## src/rtl/adc_seq_pkg.sv

```systemverilog
package adc_seq_pkg;

   localparam int unsigned BUS_AW = 2;
   localparam int unsigned BUS_DW = 8;

   localparam logic [BUS_AW-1:0] ADDR_CTRL   = 2'd0;
   localparam logic [BUS_AW-1:0] ADDR_RES_LO = 2'd1;
   localparam logic [BUS_AW-1:0] ADDR_RES_HI = 2'd2;

   localparam int unsigned START_BIT = 7;

   typedef enum logic [1:0] {
      REF_EXTERNAL = 2'b00,
      REF_1V0      = 2'b01,
      REF_2V0      = 2'b10
   } ref_lvl_e;

   // control bits 6:0, in bus bit order
   typedef struct packed {
      logic       ref_lo;
      logic       pin_drive;
      logic       repeat_en;
      logic [3:0] chan;
   } ctrl_fields_t;

endpackage

```

## src/rtl/adc_seq_regs.sv

```systemverilog
module adc_seq_regs
   import adc_seq_pkg::*;
#(
   parameter int unsigned SAMPLE_W = 10
) (
   input  logic                clk,
   input  logic                rst_n,
   input  logic [BUS_AW-1:0]   bus_addr,
   input  logic                bus_we,
   input  logic [BUS_DW-1:0]   bus_wdata,
   output logic [BUS_DW-1:0]   bus_rdata,
   input  logic                busy_i,
   input  logic [SAMPLE_W-1:0] result_i,
   output ctrl_fields_t        ctrl_o,
   output logic                start_o,
   output logic [3:0]          chan_run_o
);

   localparam int unsigned CTRL_W = $bits(ctrl_fields_t);

   generate
      if (SAMPLE_W < 1 || SAMPLE_W > 2*BUS_DW) begin : g_bad_width
         $error("adc_seq_regs: SAMPLE_W must be 1..16");
      end
   endgenerate

   ctrl_fields_t ctrl_q;
   logic [3:0]   chan_run_q;
   logic         ctrl_wr;
   logic [BUS_DW-1:0] lo_byte, hi_byte;

   assign ctrl_wr = bus_we && (bus_addr == ADDR_CTRL);
   assign start_o = ctrl_wr && bus_wdata[START_BIT];

   always_ff @(posedge clk or negedge rst_n) begin
      if (!rst_n) begin
         ctrl_q     <= '0;
         chan_run_q <= '0;
      end else begin
         if (ctrl_wr) ctrl_q <= ctrl_fields_t'(bus_wdata[CTRL_W-1:0]);
         if (start_o) chan_run_q <= bus_wdata[3:0];
      end
   end

   generate
      if (SAMPLE_W > BUS_DW) begin : g_two_bytes
         always_comb begin
            lo_byte = result_i[BUS_DW-1:0];
            hi_byte = '0;
            hi_byte[SAMPLE_W-BUS_DW-1:0] = result_i[SAMPLE_W-1:BUS_DW];
         end
      end else begin : g_one_byte
         always_comb begin
            lo_byte = '0;
            lo_byte[SAMPLE_W-1:0] = result_i;
            hi_byte = '0;
         end
      end
   endgenerate

   always_comb begin
      unique case (bus_addr)
         ADDR_CTRL:   bus_rdata = {busy_i, ctrl_q};
         ADDR_RES_LO: bus_rdata = lo_byte;
         ADDR_RES_HI: bus_rdata = hi_byte;
         default:     bus_rdata = '0;
      endcase
   end

   assign ctrl_o     = ctrl_q;
   assign chan_run_o = chan_run_q;

   // the latched channel moves only on a start
   a_r9_chan_hold: assert property (@(posedge clk) disable iff (!rst_n)
      !start_o |=> $stable(chan_run_q));

   // written fields appear at the next edge
   a_r1_field_write: assert property (@(posedge clk) disable iff (!rst_n)
      ctrl_wr |=> (ctrl_q == $past(bus_wdata[CTRL_W-1:0])));

endmodule

```

## src/rtl/adc_seq_timer.sv

```systemverilog
module adc_seq_timer #(
   parameter int unsigned FIRST_LAT = 5129,
   parameter int unsigned PERIOD    = 256
) (
   input  logic clk,
   input  logic rst_n,
   input  logic start_i,
   input  logic repeat_i,
   output logic busy_o,
   output logic due_o
);

   localparam int unsigned CNT_W = $clog2(FIRST_LAT);
   localparam logic [CNT_W-1:0] LOAD_FIRST  = CNT_W'(FIRST_LAT - 1);
   localparam logic [CNT_W-1:0] LOAD_PERIOD = CNT_W'(PERIOD - 1);

   generate
      if (PERIOD < 2) begin : g_bad_period
         $error("adc_seq_timer: PERIOD must be at least 2");
      end
      if (FIRST_LAT <= PERIOD) begin : g_bad_first
         $error("adc_seq_timer: FIRST_LAT must exceed PERIOD");
      end
   endgenerate

   logic [CNT_W-1:0] cnt_q;
   logic             busy_q;

   // restart has priority over a completion that falls on the same edge
   assign due_o  = busy_q && (cnt_q == '0) && !start_i;
   assign busy_o = busy_q;

   always_ff @(posedge clk or negedge rst_n) begin
      if (!rst_n) begin
         busy_q <= 1'b0;
         cnt_q  <= '0;
      end else if (start_i) begin
         busy_q <= 1'b1;
         cnt_q  <= LOAD_FIRST;
      end else if (busy_q) begin
         if (cnt_q == '0) begin
            if (repeat_i) cnt_q  <= LOAD_PERIOD;
            else          busy_q <= 1'b0;
         end else begin
            cnt_q <= cnt_q - 1'b1;
         end
      end
   end

   // every start reloads the full first-result latency
   a_r5_restart_reload: assert property (@(posedge clk) disable iff (!rst_n)
      start_i |=> (busy_q && cnt_q == LOAD_FIRST));

   // a start on a due edge suppresses the completion
   a_r11_start_beats_due: assert property (@(posedge clk) disable iff (!rst_n)
      start_i |-> !due_o);

   a_r3_cnt_in_range: assert property (@(posedge clk) disable iff (!rst_n)
      cnt_q <= LOAD_FIRST);

endmodule

```

## src/rtl/adc_seq_capture.sv

```systemverilog
module adc_seq_capture #(
   parameter int unsigned SAMPLE_W = 10
) (
   input  logic                clk,
   input  logic                rst_n,
   input  logic                due_i,
   input  logic [SAMPLE_W-1:0] samp_i,
   output logic [SAMPLE_W-1:0] result_o,
   output logic                done_o
);

   logic [SAMPLE_W-1:0] result_q;
   logic                done_q;

   always_ff @(posedge clk or negedge rst_n) begin
      if (!rst_n) begin
         result_q <= '0;
         done_q   <= 1'b0;
      end else begin
         done_q <= due_i;
         if (due_i) result_q <= samp_i;
      end
   end

   assign result_o = result_q;
   assign done_o   = done_q;

   // the result register changes only together with the done strobe
   a_r3_result_with_done: assert property (@(posedge clk) disable iff (!rst_n)
      !$stable(result_q) |-> done_q);

endmodule

```

## src/rtl/adc_seq_refsel.sv

```systemverilog
module adc_seq_refsel
   import adc_seq_pkg::*;
#(
   parameter bit RESERVED_AS_HIGH = 1'b1
) (
   input  logic     ref_hi_i,
   input  logic     ref_lo_i,
   input  logic     pin_drive_i,
   output ref_lvl_e ref_lvl_o,
   output logic     ref_int_en_o,
   output logic     ref_pin_own_o
);

   logic [1:0] code;
   assign code = {ref_hi_i, ref_lo_i};

   generate
      if (RESERVED_AS_HIGH) begin : g_rsv_high
         always_comb begin
            unique case (code)
               2'b00:   ref_lvl_o = REF_EXTERNAL;
               2'b01:   ref_lvl_o = REF_1V0;
               default: ref_lvl_o = REF_2V0;
            endcase
         end
      end else begin : g_rsv_ext
         always_comb begin
            unique case (code)
               2'b01:   ref_lvl_o = REF_1V0;
               2'b10:   ref_lvl_o = REF_2V0;
               default: ref_lvl_o = REF_EXTERNAL;
            endcase
         end
      end
   endgenerate

   assign ref_int_en_o  = (ref_lvl_o != REF_EXTERNAL);
   assign ref_pin_own_o = pin_drive_i;

   // the reserved code never reaches the output
   always_comb a_r7_no_reserved: assert (ref_lvl_o != 2'b11);

endmodule

```

## src/rtl/adc_seq_ctrl.sv

```systemverilog
module adc_seq_ctrl
   import adc_seq_pkg::*;
#(
   parameter int unsigned SAMPLE_W         = 10,
   parameter int unsigned FIRST_LAT        = 5129,
   parameter int unsigned PERIOD           = 256,
   parameter bit          RESERVED_AS_HIGH = 1'b1
) (
   input  logic                clk,
   input  logic                rst_n,
   input  logic [1:0]          bus_addr,
   input  logic                bus_we,
   input  logic [7:0]          bus_wdata,
   output logic [7:0]          bus_rdata,
   input  logic                ref_hi_i,
   input  logic [SAMPLE_W-1:0] samp_i,
   output logic [3:0]          chan_o,
   output logic                busy_o,
   output logic                done_o,
   output logic [SAMPLE_W-1:0] result_o,
   output logic [1:0]          ref_lvl_o,
   output logic                ref_int_en_o,
   output logic                ref_pin_own_o
);

   ctrl_fields_t ctrl;
   logic         start, due, busy;
   ref_lvl_e     lvl;

   adc_seq_regs #(.SAMPLE_W(SAMPLE_W)) regs_i (
      .clk        (clk),
      .rst_n      (rst_n),
      .bus_addr   (bus_addr),
      .bus_we     (bus_we),
      .bus_wdata  (bus_wdata),
      .bus_rdata  (bus_rdata),
      .busy_i     (busy),
      .result_i   (result_o),
      .ctrl_o     (ctrl),
      .start_o    (start),
      .chan_run_o (chan_o)
   );

   adc_seq_timer #(.FIRST_LAT(FIRST_LAT), .PERIOD(PERIOD)) timer_i (
      .clk      (clk),
      .rst_n    (rst_n),
      .start_i  (start),
      .repeat_i (ctrl.repeat_en),
      .busy_o   (busy),
      .due_o    (due)
   );

   adc_seq_capture #(.SAMPLE_W(SAMPLE_W)) capture_i (
      .clk      (clk),
      .rst_n    (rst_n),
      .due_i    (due),
      .samp_i   (samp_i),
      .result_o (result_o),
      .done_o   (done_o)
   );

   adc_seq_refsel #(.RESERVED_AS_HIGH(RESERVED_AS_HIGH)) refsel_i (
      .ref_hi_i      (ref_hi_i),
      .ref_lo_i      (ctrl.ref_lo),
      .pin_drive_i   (ctrl.pin_drive),
      .ref_lvl_o     (lvl),
      .ref_int_en_o  (ref_int_en_o),
      .ref_pin_own_o (ref_pin_own_o)
   );

   assign ref_lvl_o = lvl;
   assign busy_o    = busy;

   // done is a single-cycle strobe
   a_r3_done_one_cycle: assert property (@(posedge clk) disable iff (!rst_n)
      done_o |=> !done_o);

   // busy drops only on the edge that delivers a result
   a_r4_clear_on_done: assert property (@(posedge clk) disable iff (!rst_n)
      $fell(busy_o) |-> done_o);

   // in repeat mode a running conversion stays running
   a_r10_repeat_stays_busy: assert property (@(posedge clk) disable iff (!rst_n)
      (busy_o && ctrl.repeat_en) |=> busy_o);

endmodule

```

## config.mk

```make
export PLATFORM = sky130hd
export DESIGN_NAME = adc_seq_ctrl
export DESIGN_NICKNAME = d
export VERILOG_FILES = /design/src/rtl/adc_seq_pkg.sv /design/src/rtl/adc_seq_regs.sv /design/src/rtl/adc_seq_timer.sv /design/src/rtl/adc_seq_capture.sv /design/src/rtl/adc_seq_refsel.sv /design/src/rtl/adc_seq_ctrl.sv
export SDC_FILE = /design/constraint.sdc
export NUM_CORES = 1
export LEC_CHECK = 0
export ABC_AREA = 1
export BUFFER_PORTS_ARGS = -buffer_cell sky130_fd_sc_hd__buf_2
export CAP_MARGIN = 0
export CELL_PAD_IN_SITES_DETAIL_PLACEMENT = 1
export CELL_PAD_IN_SITES_GLOBAL_PLACEMENT = 1
export CORE_MARGIN = 4
export CORE_UTILIZATION = 34
export DETAILED_ROUTE_END_ITERATION = 16
export GPL_TIMING_DRIVEN = 0
export PLACE_DENSITY = 0.88
export SLEW_MARGIN = 20
export SYNTH_ARGS = -nofsm -noshare
export SYNTH_HDL_FRONTEND = slang
export SYNTH_HIERARCHICAL = 1
export SYNTH_SLANG_ARGS = --single-unit
```

## constraint.sdc

```tcl
create_clock -name clk -period 1.4 [get_ports clk]
set_input_delay 0.35 -clock clk [delete_from_list [all_inputs] [get_ports clk]]
set_output_delay 0.35 -clock clk [all_outputs]
set_load 0.005 [all_outputs]
```

# Word level (Yosys, flattened, before mapping)
# Index checks and enable logic that the tools add are counted.
# op_classes
n_addsub,1
n_eq_ne,4
muxes,10
n_reduce_logical,11
# op_table
op,count
13-bit two-way mux,4
8-bit one-hot mux with 3 select lines,1
13-bit zero test,1
13-bit by 1-bit subtractor with 13-bit output (second input constant),1
2-bit by 1-bit == test with 1-bit output (second input constant),2
1-bit logical AND,4
2-bit zero test,2
1-bit two-way mux,4
2-bit one-hot mux with 2 select lines,1
2-bit nonzero test,2
3-bit by 2-bit != test with 1-bit output (second input constant),1
2-bit == test (second input constant),1
2-bit AND reduction,1
1-bit zero test,1
# totals
regBits,36
inputBits,24
out_inout_bits,28
elab_cells,35

# Depth between registers and ports, before layout
# depth
word_depth,5
mapped_depth,11
ltp_nobuf,10

# By module
# Netlist, hierarchy kept.
# modules_own_cells
module,instances,cells_per_inst,area_each_um2,seq_area_each_um2
adc_seq_timer,1,154,1014.7,350.3
adc_seq_regs,1,79,585.6,275.3
adc_seq_capture,1,43,402.9,275.3
adc_seq_refsel,1,6,26.3,0.0

# Worst setup path after synthesis
# No wires, ideal clock.
# synth_timing
path_kind,input port to flip-flop
startpoint,input port bus_addr[1]
endpoint,register timer_i.cnt_q[9]
t_arrival_ps,1357
required_ps,1278
slack_ps,-79
stages,10
n_path_buf,2
path_cell_list,nor2_2 > buf_6 > nand3_4 > inv_1 > inv_1 > clkbuf_1 > nand2_1 > o21ai_4 > nand2_1 > o21ai_1
# synth_via
elab_chain_cells,5
elab_cells_between_ends,7
classes_between,eq/ne (1); mux (1); reduce/logical (5)
# synth_lines
item,line,text
"start, declared",adc_seq_ctrl.sv:11,"input logic [1:0] bus_addr,"
2-bit zero test *,adc_seq_regs.sv:32,assign ctrl_wr = bus_we && (bus_addr == ADDR_CTRL);
1-bit logical AND *,adc_seq_regs.sv:32,
1-bit logical AND *,adc_seq_regs.sv:33,assign start_o = ctrl_wr && bus_wdata[START_BIT];
named net start,adc_seq_ctrl.sv:27,"logic start, due, busy;"
3-bit by 2-bit != test with 1-bit output (no source line) / 2-bit nonzero test (equally long branches),-,
2-bit AND reduction (no source line),-,
"end signal, assigned",adc_seq_timer.sv:45,cnt_q <= cnt_q - 1'b1;
"end, declared",adc_seq_timer.sv:26,logic [CNT_W-1:0] cnt_q;
# Mark *: on every way through the listed nets, which the timed path passes. The rest lies on a longest branch.
# A chain may end at the register's enable or synchronous reset.

# Final worst setup path
# layout_timing
startpoint,register timer_i.cnt_q[7]
endpoint,register capture_i.result_q[3] (netlist: capture_i/result_o[3])
# layout_via
elab_chain_cells,3
# layout_lines
item,line,text
13-bit zero test,adc_seq_timer.sv:30,assign due_o = busy_q && (cnt_q == '0) && !start_i;
1-bit logical AND (2 in a row),adc_seq_timer.sv:30,
named net due,adc_seq_ctrl.sv:27,
"end signal, assigned",adc_seq_capture.sv:21,if (due_i) result_q <= samp_i;
"end, declared",adc_seq_capture.sv:12,logic [SAMPLE_W-1:0] result_q;
# The timed path passes the listed nets, and every way through them passes these cells.

==> impl_metrics.ini <==
[status]
status = finished with violations
violations = negative setup slack

[worst_setup_path]
cp-start-kind = flip-flop
crit_path_end_kind = flip-flop
critPathKind = flip-flop to flip-flop
crit_fanout = 10
critPathRequiredTime_ps = 1590
worstPathArrival_ps = 1690

[clock_network]
cts_root_buffer = clkbuf_8
cts_tree = built
hold_buffers = 0
cts_max_path_buffers = 2
clk_latency_ps = 300
clk_pin_slew_ps = 90
cts_buffers = 5
htree_levels = 2
cts_num_sinks = 36

[routing]
vias = 2227
drc = 0
drt-total-wl_um = 7613
drt_iter0_drc = 90
ant_nets = 0
first_pass_iters = 4
post_drt_via_cell_ratio = 5.120
wire_per_inst_um = 17.50

[sta]
fmax_mhz = 668.1
report.final.hold_viol_count = 0
drv_slew = 0
finalSetupViolCount = 24
slew_headroom_pct = 43.11
fin_crit_sh_pct = 106.9
tightest_slew_ps = 853.3
setup_ws_ps = -96.72
skew_ps = 8.976
timing.final.crit_period_ps = 1497
rsz0062_at_grt = yes

[power_and_ir_drop]
cellPowerDensity_nw_per_um2 = 1417
p_leak_nw = 1.588
p_total_w = 0.004143
max-vdd-ir-drop_mv = 0.6589

[min_path]
hp-class = input port to async pin

[synth]
avgSynthCellArea_um2 = 7.197
syn_inst = 282
synth_area_leaders = dfrtp_1, nand2_1, nand3_1
netlist_top_cells_count = nand2_1, dfrtp_1, nand3_1
synth_cell_types = 24
synth.most_common_cell = nand2_1
syn-num-nets = 308
synth_top_area_share_pct = 44.39
syn_area_um2 = 2029
yosysSeqAreaShare_pct = 44.39
yosysTopAreaCell = dfrtp_1
synth_ff_type = dfrtp_1
synth-seq-cells = 36
yosysWarnings = 6
synth_edf_count = 0
async_flop_share_pct = 100.0

[floorplan]
fp.coreArea_um2 = 5642
initial_utilization_pct = 35.97
die_y_um = 85.26
die_area_um2 = 7269
io_pins = 52
die_w_um = 85.26
std_cell_rows = 27

[placed_design]
hpwlAfterDp_um = 4400
postPlaceCellArea_um2 = 2384
gp_congestion = 0.8367
portBuffers = 51

[final_layout]
diodes = 0
fin_area_um2 = 2924
area_delta_synth_final_pct = 44.08
final_nets = 388
layout-drive-gt1-share_pct = 41.87
utilization_pct = 51.83

[grt]
grt_pass1_vias = 2323
grt_overflow = 0
grt_max_degree = 37
grt_pass1_wl_um = 10720
grt_util_all_layers_pct = 18.74
antenna_found_initial = 0

[flow_run]
drv_cap = 0
==> placed cells by master, fill, tap and decap left out, types with 2 or more instances in the layout <==
| cell | instances |
|---|---|
| buf_2 | 49 |
| buf_4 | 20 |
| buf_6 | 7 |
| clkbuf_8 | 6 |
| dfrtp_1 | 32 |
| dfrtp_2 | 4 |
| inv_1 | 19 |
| inv_2 | 3 |
| inv_4 | 4 |
| nand2_1 | 103 |
| nand2_2 | 24 |
| nand2_4 | 5 |
| nand3_1 | 28 |
| nand3_2 | 4 |
| nand3_4 | 2 |
| nand4_1 | 6 |
| nor2_1 | 13 |
| nor2_2 | 5 |
| nor2_4 | 10 |
| o21ai_1 | 4 |
==> power breakdown <==
part	internal (W)	leakage [nW]	switching, W	total [W]
combinational	0.000632	1.10	0.000986	0.00162
clock	0.000537	0.0548	0.000434	0.000971
sequential	0.00128	0.431	0.000274	0.00155
==> registers in the layout, summed over array words and instances, names as in the netlist <==
register	count
timer_i/busy_o	1
timer_i/cnt_q	13
regs_i/ctrl_o	7
capture_i/result_o	10
regs_i/chan_run_o	4
capture_i/done_o	1
==> path summary, 6_finish.rpt <==
path | to | startpoint | depth (start not counted) | slack [ps]
min in group clk | capture_i/result_o[6] | samp_i[6] | 3 | 240
min reg2reg | regs_i/chan_run_o[3] | regs_i/chan_run_o[3] | 2 | 470
max reg2reg | capture_i/result_o[3] | timer_i/cnt_q[7] | 8 | -100
max | capture_i/result_o[3] | timer_i/cnt_q[7] | 8 | -100
max in group asynchronous | timer_i/cnt_q[9] | rst_n | 1 | 650
min | timer_i/cnt_q[4] | rst_n | 1 | 150
==> cell type report <==
type / instances / area (um2)
plain buffers: 7 / 63.81
clock buffers: 5 / 68.82
clock inverters: 3 / 46.29
fillers: 716 / 2718
inverters: 26 / 107.6
multi-input cells: 213 / 1169
flip-flops and latches: 36 / 905.9
well taps: 72 / 90.09
repair buffers: 73 / 473.0
==> routing by layer <==
layer	wire [um]	global-route usage (%)	up-vias
met5	0	0	-
met4	199	8.489	0
met3	411	4.854	18
met2	4109	34.18	81
met1	2891	20.08	1093
li1	-	-	1035
==> worst max-delay path, cell delays in order, from the launching register on <==
cell and delay (ps):
dfrtp_2 440, inv_1 130, nand2_1 130, nor2_4 140, nand3_4 110, nor2_4 190, inv_4 100, nand2_1 90
nand2_1 70
==> logic make-up (layout without fill, tap and decap cells) <==
family	after synthesis	after routing	share of synthesized area, %
AO/OA/AOI/OAI	8	8	2.528
XOR/XNOR	2	2	0.8633
adder cells (fa/ha/maj)	2	2	1.233
buffers and inverters	33	114	7.274
flip-flops	36	36	44.39
AND/OR/NAND/NOR	201	201	43.71
==> metrics by stage <==
stage	hold slack, ps	worst slack, ps	TNS [ps]	instances
after global placement	452.7	-341.6	-6162	405
after floorplan	54.41	0.7503	0	282
after CTS	170.6	-75.41	-773.1	425
after global routing	210.9	-200.3	-3618	435
after detailed placement	457.8	-395.9	-7795	405
final	149.0	-96.72	-1490	435
==> repair_timing <==
action                                  4_1_cts  5_1_grt
pin swaps                                    14       19
resized for setup                            36       36
endpoints found under the setup margin       33       31
buffers inserted                             11        9
gates cloned                                  1        1
No activity file was read; power rests on OpenSTA's default activity.
